`config.mk`:
```
export PLATFORM = sky130hd
export DESIGN_NAME = wdt_top
export DESIGN_NICKNAME = d
export VERILOG_FILES = /design/src/rtl/wdt_pkg.sv /design/src/rtl/wdt_regs.sv /design/src/rtl/wdt_counter.sv /design/src/rtl/wdt_expiry.sv /design/src/rtl/wdt_top.sv
export SDC_FILE = /design/constraint.sdc
export NUM_CORES = 1
export LEC_CHECK = 0
export BUFFER_PORTS_ARGS = -buffer_cell sky130_fd_sc_hd__buf_2
export CAP_MARGIN = 20
export CORE_MARGIN = 2
export CORE_UTILIZATION = 55
export CTS_BUF_LIST = sky130_fd_sc_hd__clkbuf_16
export DETAILED_ROUTE_END_ITERATION = 6
export GPL_TIMING_DRIVEN = 0
export MAX_ROUTING_LAYER = met4
export PLACE_DENSITY = 0.8
export SLEW_MARGIN = 10
export SYNTH_ARGS = -nofsm -noshare
export SYNTH_HDL_FRONTEND = slang
export SYNTH_SLANG_ARGS = --single-unit
```
`constraint.sdc`:
```
create_clock -name clk -period 3.3 [get_ports clk]
set_clock_uncertainty 0.15 [all_clocks]
set_input_delay 0.165 -clock clk [delete_from_list [all_inputs] [get_ports clk]]
set_output_delay 0.165 -clock clk [all_outputs]
set_load 0.02 [all_outputs]
```
`src/rtl/wdt_pkg.sv`:
```
package wdt_pkg;
  localparam int CNT_W     = 16;
  localparam int ADDR_W    = 5;
  localparam int BIT_EN    = 0;
  localparam int BIT_RLD   = 2;
  localparam int BIT_IRQEN = 3;
  localparam int BIT_WARN  = 7;

  typedef struct packed {
    logic warn;
    logic irq_en;
    logic en;
  } ctrl_t;

  function automatic logic [7:0] pack_ctrl(input ctrl_t c);
    logic [7:0] b;
    b = 8'h00;
    b[BIT_EN]    = c.en;
    b[BIT_IRQEN] = c.irq_en;
    b[BIT_WARN]  = c.warn;
    return b;
  endfunction
endpackage

```
`src/rtl/wdt_regs.sv`:
```
module wdt_regs
  import wdt_pkg::*;
#(
  parameter int CW = 16,
  parameter int AW = 5,
  parameter logic [AW-1:0] CNT_OFS  = 5'h10,
  parameter logic [AW-1:0] CTRL_OFS = 5'h16
) (
  input  logic          clk,
  input  logic          arst_n,
  input  logic          wr_en,
  input  logic [AW-1:0] addr,
  input  logic [15:0]   wdata,
  input  logic          expire,
  input  logic [CW-1:0] live_cnt,
  output logic [CW-1:0] hold,
  output ctrl_t         ctrl,
  output logic          reload_stb,
  output logic [15:0]   rdata
);
  logic          wr_cnt, wr_ctrl;
  logic [CW-1:0] hold_d;
  ctrl_t         ctrl_d;

  assign wr_cnt     = wr_en && (addr == CNT_OFS);
  assign wr_ctrl    = wr_en && (addr == CTRL_OFS);
  assign reload_stb = wr_ctrl && wdata[BIT_RLD];

  always_comb begin
    hold_d = hold;
    if (wr_cnt) hold_d = wdata[CW-1:0];
  end

  always_comb begin
    ctrl_d = ctrl;
    if (wr_ctrl) begin
      ctrl_d.en     = wdata[BIT_EN];
      ctrl_d.irq_en = wdata[BIT_IRQEN];
      if (wdata[BIT_WARN]) ctrl_d.warn = 1'b0;
    end
    if (expire) ctrl_d.warn = 1'b1;
  end

  always_ff @(posedge clk or negedge arst_n) begin
    if (!arst_n) begin
      hold <= '0;
      ctrl <= '0;
    end else begin
      if (wr_cnt)            hold <= hold_d;
      if (wr_ctrl || expire) ctrl <= ctrl_d;
    end
  end

  always_comb begin
    rdata = 16'h0000;
    if (addr == CNT_OFS)       rdata[CW-1:0] = live_cnt;
    else if (addr == CTRL_OFS) rdata[7:0]    = pack_ctrl(ctrl);
  end
endmodule

```
`src/rtl/wdt_counter.sv`:
```
module wdt_counter #(
  parameter int CW = 16
) (
  input  logic          clk,
  input  logic          arst_n,
  input  logic          tick,
  input  logic          en,
  input  logic          reload_stb,
  input  logic [CW-1:0] hold,
  output logic [CW-1:0] cnt,
  output logic          expire
);
  localparam logic [CW-1:0] ONE = CW'(1);

  logic          step;
  logic          load_en;
  logic [CW-1:0] cnt_d;

  assign step   = en && tick && (cnt != '0) && !reload_stb;
  assign expire = step && (cnt == ONE);

  always_comb begin
    cnt_d   = cnt;
    load_en = 1'b0;
    if (reload_stb) begin
      cnt_d   = hold;
      load_en = 1'b1;
    end else if (step) begin
      cnt_d   = cnt - ONE;
      load_en = 1'b1;
    end
  end

  always_ff @(posedge clk or negedge arst_n) begin
    if (!arst_n)      cnt <= '0;
    else if (load_en) cnt <= cnt_d;
  end
endmodule

```
`src/rtl/wdt_expiry.sv`:
```
module wdt_expiry (
  input  logic clk,
  input  logic arst_n,
  input  logic expire,
  input  logic irq_en,
  output logic nmi_pulse,
  output logic rst_req
);
  logic nmi_d, rst_d;

  always_comb begin
    nmi_d = expire && irq_en;
    rst_d = rst_req || (expire && !irq_en);
  end

  always_ff @(posedge clk or negedge arst_n) begin
    if (!arst_n) begin
      nmi_pulse <= 1'b0;
      rst_req   <= 1'b0;
    end else begin
      nmi_pulse <= nmi_d;
      rst_req   <= rst_d;
    end
  end
endmodule

```
`src/rtl/wdt_top.sv`:
```
module wdt_top
  import wdt_pkg::*;
#(
  parameter int CNT_WIDTH  = CNT_W,
  parameter int ADDR_WIDTH = ADDR_W,
  parameter logic [ADDR_WIDTH-1:0] CNT_OFS  = 5'h10,
  parameter logic [ADDR_WIDTH-1:0] CTRL_OFS = 5'h16
) (
  input  logic                  clk,
  input  logic                  rst_n,
  input  logic                  wr_en,
  input  logic [ADDR_WIDTH-1:0] addr,
  input  logic [15:0]           wdata,
  output logic [15:0]           rdata,
  input  logic                  tick,
  output logic                  nmi_pulse,
  output logic                  rst_req
);
  logic [1:0]           rst_sync;
  logic                 arst_n;
  logic [CNT_WIDTH-1:0] hold;
  logic [CNT_WIDTH-1:0] live_cnt;
  ctrl_t                ctrl;
  logic                 reload_stb;
  logic                 expire;

  always_ff @(posedge clk or negedge rst_n) begin
    if (!rst_n) rst_sync <= 2'b00;
    else        rst_sync <= {rst_sync[0], 1'b1};
  end
  assign arst_n = rst_sync[1];

  wdt_regs #(
    .CW(CNT_WIDTH), .AW(ADDR_WIDTH), .CNT_OFS(CNT_OFS), .CTRL_OFS(CTRL_OFS)
  ) u_regs (
    .clk(clk), .arst_n(arst_n), .wr_en(wr_en), .addr(addr), .wdata(wdata),
    .expire(expire), .live_cnt(live_cnt), .hold(hold), .ctrl(ctrl),
    .reload_stb(reload_stb), .rdata(rdata)
  );

  wdt_counter #(.CW(CNT_WIDTH)) u_cnt (
    .clk(clk), .arst_n(arst_n), .tick(tick), .en(ctrl.en),
    .reload_stb(reload_stb), .hold(hold), .cnt(live_cnt), .expire(expire)
  );

  wdt_expiry u_exp (
    .clk(clk), .arst_n(arst_n), .expire(expire), .irq_en(ctrl.irq_en),
    .nmi_pulse(nmi_pulse), .rst_req(rst_req)
  );
endmodule

```
==> results.cfg, run 1 <==
[sta]
min_period_over_period_pct = 79.3
setup_viol = 0
relSlewSlack_pct = 42.4
slew_viol_final = 0
hold_violations = 0
fin_crit_ns = 2.62
max_freq_mhz = 382
fin_hold_ws_ns = 0.0398
worst_pin_slew_ns = 0.856
rsz0062_at_grt = false
tns_ns = 0

[yosys]
yosys-top-cells-area = dfrtp_1 48%, mux2_2 9.9%, and2_1 4.3%
synth_edf_count = 0
synth_top_family_by_area = simple AND/OR/NAND/NOR gates
ys.flop_type = dfrtp_1
synthSimpleGateAreaFrac_pct = 23.8
muxShareOfSynthArea_pct = 10.4
synth_nets = 227
syn_inst = 200
synth_area_um2 = 2050
synth_warnings = 0
synth_area_per_cell_um2 = 10.3
synthArstFlopShare_pct = 100
synth_adder_area_share_pct = 1.22
yosysSeqAreaShare_pct = 47.5
synth.distinct_cells = 44
synth_top_area_share_pct = 47.5
synth_compound_area_share_pct = 13.7
synth_top_cell_by_area = dfrtp_1
synth_xor_area_share_pct = 0
ys_ff_latch = 39

[finish]
final_nets = 293
drive_gt1_share_pct = 27.7
most-common-layout-cells = 43 x buf_2, 38 x dfrtp_1, 18 x mux2_2
final_common_cell = buf_2
area_growth_pct = 28.2
final_area_um2 = 2630
n_antenna_cell = 0

[floorplan]
pin_count = 43
start_util_pct = 56.5
core_area_um2 = 3630
die-height_um = 65.1
fp-row-count = 22
dieArea_um2 = 4240
fp.dieW_um = 65.1

[detailed_routing]
first_pass_iters = 4
via_per_inst = 5.83
drc_errors = 0
vias = 1836
drt_iter0_markers = 134
drt_wl_total_um = 4890
wl_per_cell_um = 15.5
ant_nets = 0

[clocking]
cts_htree_levels = 2
cts-root-buf = clkbuf_16
cts_tree = yes
cts_sinks = 39
insertion_delay_ns = 0.28
path_clk_slew_ns = 0.06
cts_buffer_depth = 2
post_cts_buffers = 0
cts_buffers = 5
post_cts_resize_count = 0
cts_hold_buffers = 17

[global_route]
grt-ovfl-total = 0
grt_pass1_vias = 1753
antenna_found_initial = 0
grt_max_degree = 38
grt_pass1_wl_um = 7960
grt_usage_pct = 25.4

[pwr]
ir_drop_uv = 339
p_per_area_nw_per_um2 = 628
power.leakage_nw = 1.25

[hold_path]
hp-class = in2async

[outcome]
status = finished, final reports clean

[place]
portBuffers = 42
gp_congestion = 0.917
place_hpwl_um = 3320
post_dp_cell_area_um2 = 2320

[worst_setup_path]
worstSetupPathType = in2out
critPathLaunchType = primary input
end_kind = primary output
arrival_ns = 2.30
cp_data_required_time_ns = 2.98
cp_max_fo = 10

[run]
maxCapViolations = 0
## path summary, 6_finish.rpt
check	start	end	slack (ns)	cells after the start
max reg2reg	u_cnt.cnt[12]	u_exp.rst_req	1.02	5
min	rst_n	rst_sync[0]	0.04	2
max in group asynchronous	rst_sync[1]	u_regs.hold[6]	2.30	0
max	addr[0]	rdata[2]	0.68	6
min reg2reg	rst_sync[1]	u_regs.hold[3]	0.20	0
min in group clk	tick	u_cnt.cnt[1]	0.16	3
## cells in the mapped netlist, types with 3 or more instances
| library cell | number |
|---|---|
| nor2_1 | 12 |
| inv_1 | 6 |
| dfrtp_1 | 39 |
| nand3_1 | 8 |
| a22o_1 | 3 |
| or3_1 | 4 |
| nor4_1 | 4 |
| nand4_1 | 5 |
| o21ai_0 | 6 |
| clkbuf_1 | 6 |
| a21oi_1 | 7 |
| nand2_1 | 12 |
| and3_1 | 3 |
| mux2_2 | 18 |
| nor3_1 | 5 |
| o31ai_1 | 3 |
| a211o_1 | 4 |
| or4_1 | 4 |
| a31oi_1 | 8 |
| and2_1 | 14 |
## flip-flops by register name, indices dropped and copies added, names as in the netlist
register,flops
rst_sync,2
u_cnt.cnt,16
u_exp.nmi_pulse,1
u_exp.rst_req,1
u_regs.ctrl,3
u_regs.hold,16
## layer usage
metal / up-vias / GRT usage (%) / part of all wire [%]
li1: 875 / - / -
met2: 75 / 39.7 / 48
met1: 876 / 33.7 / 44
met3: 10 / 4.79 / 6.7
met4: 0 / 9.11 / 2.0
met5: - / - / 0
## area by class of cell
cell class / instances / area, um2
multi-input combinational: 146 / 1010
fill: 291 / 1000
sequential: 39 / 977
timing repair buffer: 59 / 380
clock buffer: 5 / 125
tap: 48 / 60.1
buffer: 9 / 43.8
inverter: 6 / 22.5
clock inverter: 3 / 12.5
## logic make-up after synthesis
family,after synthesis
AND/OR/NAND/NOR,83
AO/OA/AOI/OAI,41
flip-flops,39
multiplexers,19
buffers and inverters,15
adder cells (fa/ha/maj),2
other,1
## worst max-delay path: stages
cell and delay [ns]:
buf_2 0.10, nor3b_1 0.67, nor3b_2 0.63, clkbuf_1 0.38, and2_1 0.20, buf_2 0.16
## stage by stage
stage,setup slack (ns),utilization (%),cells,total power [mW]
after global placement,0.680,63.9,290,1.17
final,0.682,72.5,315,1.65
after global routing,0.509,72.5,315,1.75
after floorplan,1.14,-,200,1.05
after detailed placement,0.641,64.0,290,1.19
after CTS,0.707,72.5,315,1.65
## report_power, final
part	internal (mW)	switching, mW	total, mW
combinational	0.215	0.243	0.458
clock	0.273	0.172	0.445
sequential	0.604	0.146	0.750
total	1.09	0.562	1.65
(Power assumes the default switching activity.)
==> inputs of run 2 (changes only) <==
--- a/config.mk
+++ b/config.mk
@@ -8,12 +8,12 @@
 export BUFFER_PORTS_ARGS = -buffer_cell sky130_fd_sc_hd__buf_2
 export CAP_MARGIN = 20
 export CORE_MARGIN = 2
-export CORE_UTILIZATION = 55
+export CORE_UTILIZATION = 54
 export CTS_BUF_LIST = sky130_fd_sc_hd__clkbuf_16
 export DETAILED_ROUTE_END_ITERATION = 6
 export GPL_TIMING_DRIVEN = 0
 export MAX_ROUTING_LAYER = met4
-export PLACE_DENSITY = 0.8
+export PLACE_DENSITY = 0.79
 export SLEW_MARGIN = 10
 export SYNTH_ARGS = -nofsm -noshare
 export SYNTH_HDL_FRONTEND = slang
==> constraint.sdc (replaced) <==
create_clock -name clk -period 2.6 [get_ports clk]
set_clock_uncertainty 0.15 [all_clocks]
set_input_delay 0.13 -clock clk [delete_from_list [all_inputs] [get_ports clk]]
set_output_delay 0.13 -clock clk [all_outputs]
set_load 0.02 [all_outputs]
==> results.cfg, run 2 (synthesis results as in run 1) <==
[worst_setup_path]
cp_max_fo = 10
arrival_ns = 2.37
cp_data_required_time_ns = 2.65
rr_startpoint = u_cnt.cnt[12]
r2r_slack_ns = 0.28
rr_endpoint = u_exp.rst_req
end_kind = flop
critPathLaunchType = flop
r2r_cells = 5
worstSetupPathType = reg2reg

[clocking]
cts_buffers = 5
path_clk_slew_ns = 0.06
post_cts_buffers = 0
cts-root-buf = clkbuf_16
cts_htree_levels = 2
cts_buffer_depth = 2
cts_tree = yes
insertion_delay_ns = 0.28
cts_sinks = 39

[finish]
multiInputGateArea_um2 = 1020
area_growth_pct = 29.7
drive_gt1_share_pct = 28.5
fillers = 282
final_common_cell = buf_2
final_core_util_pct = 72.8
final_nets = 293
n_antenna_cell = 0
stdcell_count = 315
final_area_um2 = 2660
ff_latch_area_um2 = 977
most-common-layout-cells = 43 x buf_2, 38 x dfrtp_1, 18 x mux2_2
top_regs = u_cnt.cnt: 16 flops, u_regs.hold: 16 flops, u_regs.ctrl: 3 flops

[pwr]
p_per_area_nw_per_um2 = 827
p_comb_share_pct = 26.4
ir_drop_uv = 525
share_clk_of_total_power_pct = 30.5
switchingPower_mw = 0.719
seqPwrFrac_pct = 43.1
internal_power_mw = 1.48
netSwitchingFraction_pct = 32.6
power.leakage_nw = 1.26

[sta]
fin_crit_ns = 2.32
relSlewSlack_pct = 42.5
worst_slack_ns = 0.280
rsz0062_at_grt = false
min_period_over_period_pct = 89.2
worst_pin_slew_ns = 0.854
slew_viol_final = 0
max_freq_mhz = 431
tns_ns = 0
hold_violations = 0
setup_viol = 0

[place]
post_dp_cell_area_um2 = 2320
place_hpwl_um = 3230
gp_congestion = 0.919
post-place-ws_ns = -0.0646
numPlacedInstances = 290
portBuffers = 42

[floorplan]
die-height_um = 65.7
fp.dieW_um = 65.7
start_util_pct = 56.1
dieArea_um2 = 4310
fp-row-count = 22
pin_count = 43
core_area_um2 = 3660

[detailed_routing]
vias = 1842
via_per_inst = 5.85
first_pass_iters = 4
drc_errors = 0
ant_nets = 0
drt_iter0_markers = 153
wl_per_cell_um = 15.4
drt_wl_total_um = 4860

[global_route]
grt_max_degree = 38
grt_usage_pct = 25.0
grt-ovfl-total = 0
grt_pass1_vias = 1743
grt_pass1_wl_um = 7870
antenna_found_initial = 0

[run]
maxCapViolations = 0

[hold_path]
hp-class = in2async

[outcome]
status = finished, final reports clean
==> run 2: changes by cell type in the layout (fill, tap and decap cells not counted) <==
| cell | before | now |
|---|---|---|
| nor3b_2 | 1 | 2 |
| nor3b_1 | 2 | 1 |
| inv_1 | 7 | 6 |
| bufinv_16 | 0 | 1 |
==> run 2: worst max-delay path by stage <==
stage,from,to
after floorplan,u_cnt.cnt[8],u_cnt.cnt[15]
after global placement,addr[0],u_regs.hold[9]
after detailed placement,addr[0],u_regs.hold[5]
after CTS,addr[0],rdata[1]
after global routing,u_cnt.cnt[12],u_exp.rst_req
final,u_cnt.cnt[12],u_exp.rst_req
==> run 2: critical path, cell delays in order, from the launching register on <==
cell      delay, ns
dfrtp_1        0.35
clkbuf_1       0.21
or4_1          0.63
nor3_1         0.44
nand4_1        0.28
o21bai_1       0.19
==> run 2: what timing repair did <==
item / CTS / global route
endpoints found under the setup margin: 0 / 10
hold buffers: 17 / 0
gates resized for setup: 0 / 1
endpoints found under the hold margin: 20 / 0
==> run 2: per-layer routing <==
layer	vias up	wire (um)	GRT usage [%]
met1	886	2140	31.4
li1	885	-	-
met5	-	0	-
met2	62	2380	40.2
met3	9	261	5.65
met4	0	82	8.59
==> run 2: metrics by stage <==
stage | power [mW] | hold slack (ns)
2_1_floorplan | 1.34 | -0.316
3_3_place_gp | 1.49 | -0.235
3_5_place_dp | 1.50 | -0.232
4_1_cts | 2.20 | 0.00549
5_1_grt | 2.33 | 0.0213
6_report | 2.20 | 0.0112
==> run 2: power by group through the flow <==
stage / combinational, mW / clock (mW) / sequential (mW)
finish: 0.582 / 0.671 / 0.949
global route: 0.642 / 0.710 / 0.976
CTS: 0.577 / 0.676 / 0.945
detailed placement: 0.547 / 0 / 0.954
global placement: 0.537 / 0 / 0.949
floorplan: 0.438 / 0 / 0.900
==> run 2: layout make-up <==
cell class / instances / area share, %
timing repair buffer: 59 / 14.3
multi-input combinational: 146 / 38.1
buffer: 9 / 1.64
clock inverter: 3 / 1.46
inverter: 6 / 0.845
tap: 48 / 2.25
clock buffer: 5 / 4.70
sequential: 39 / 36.7
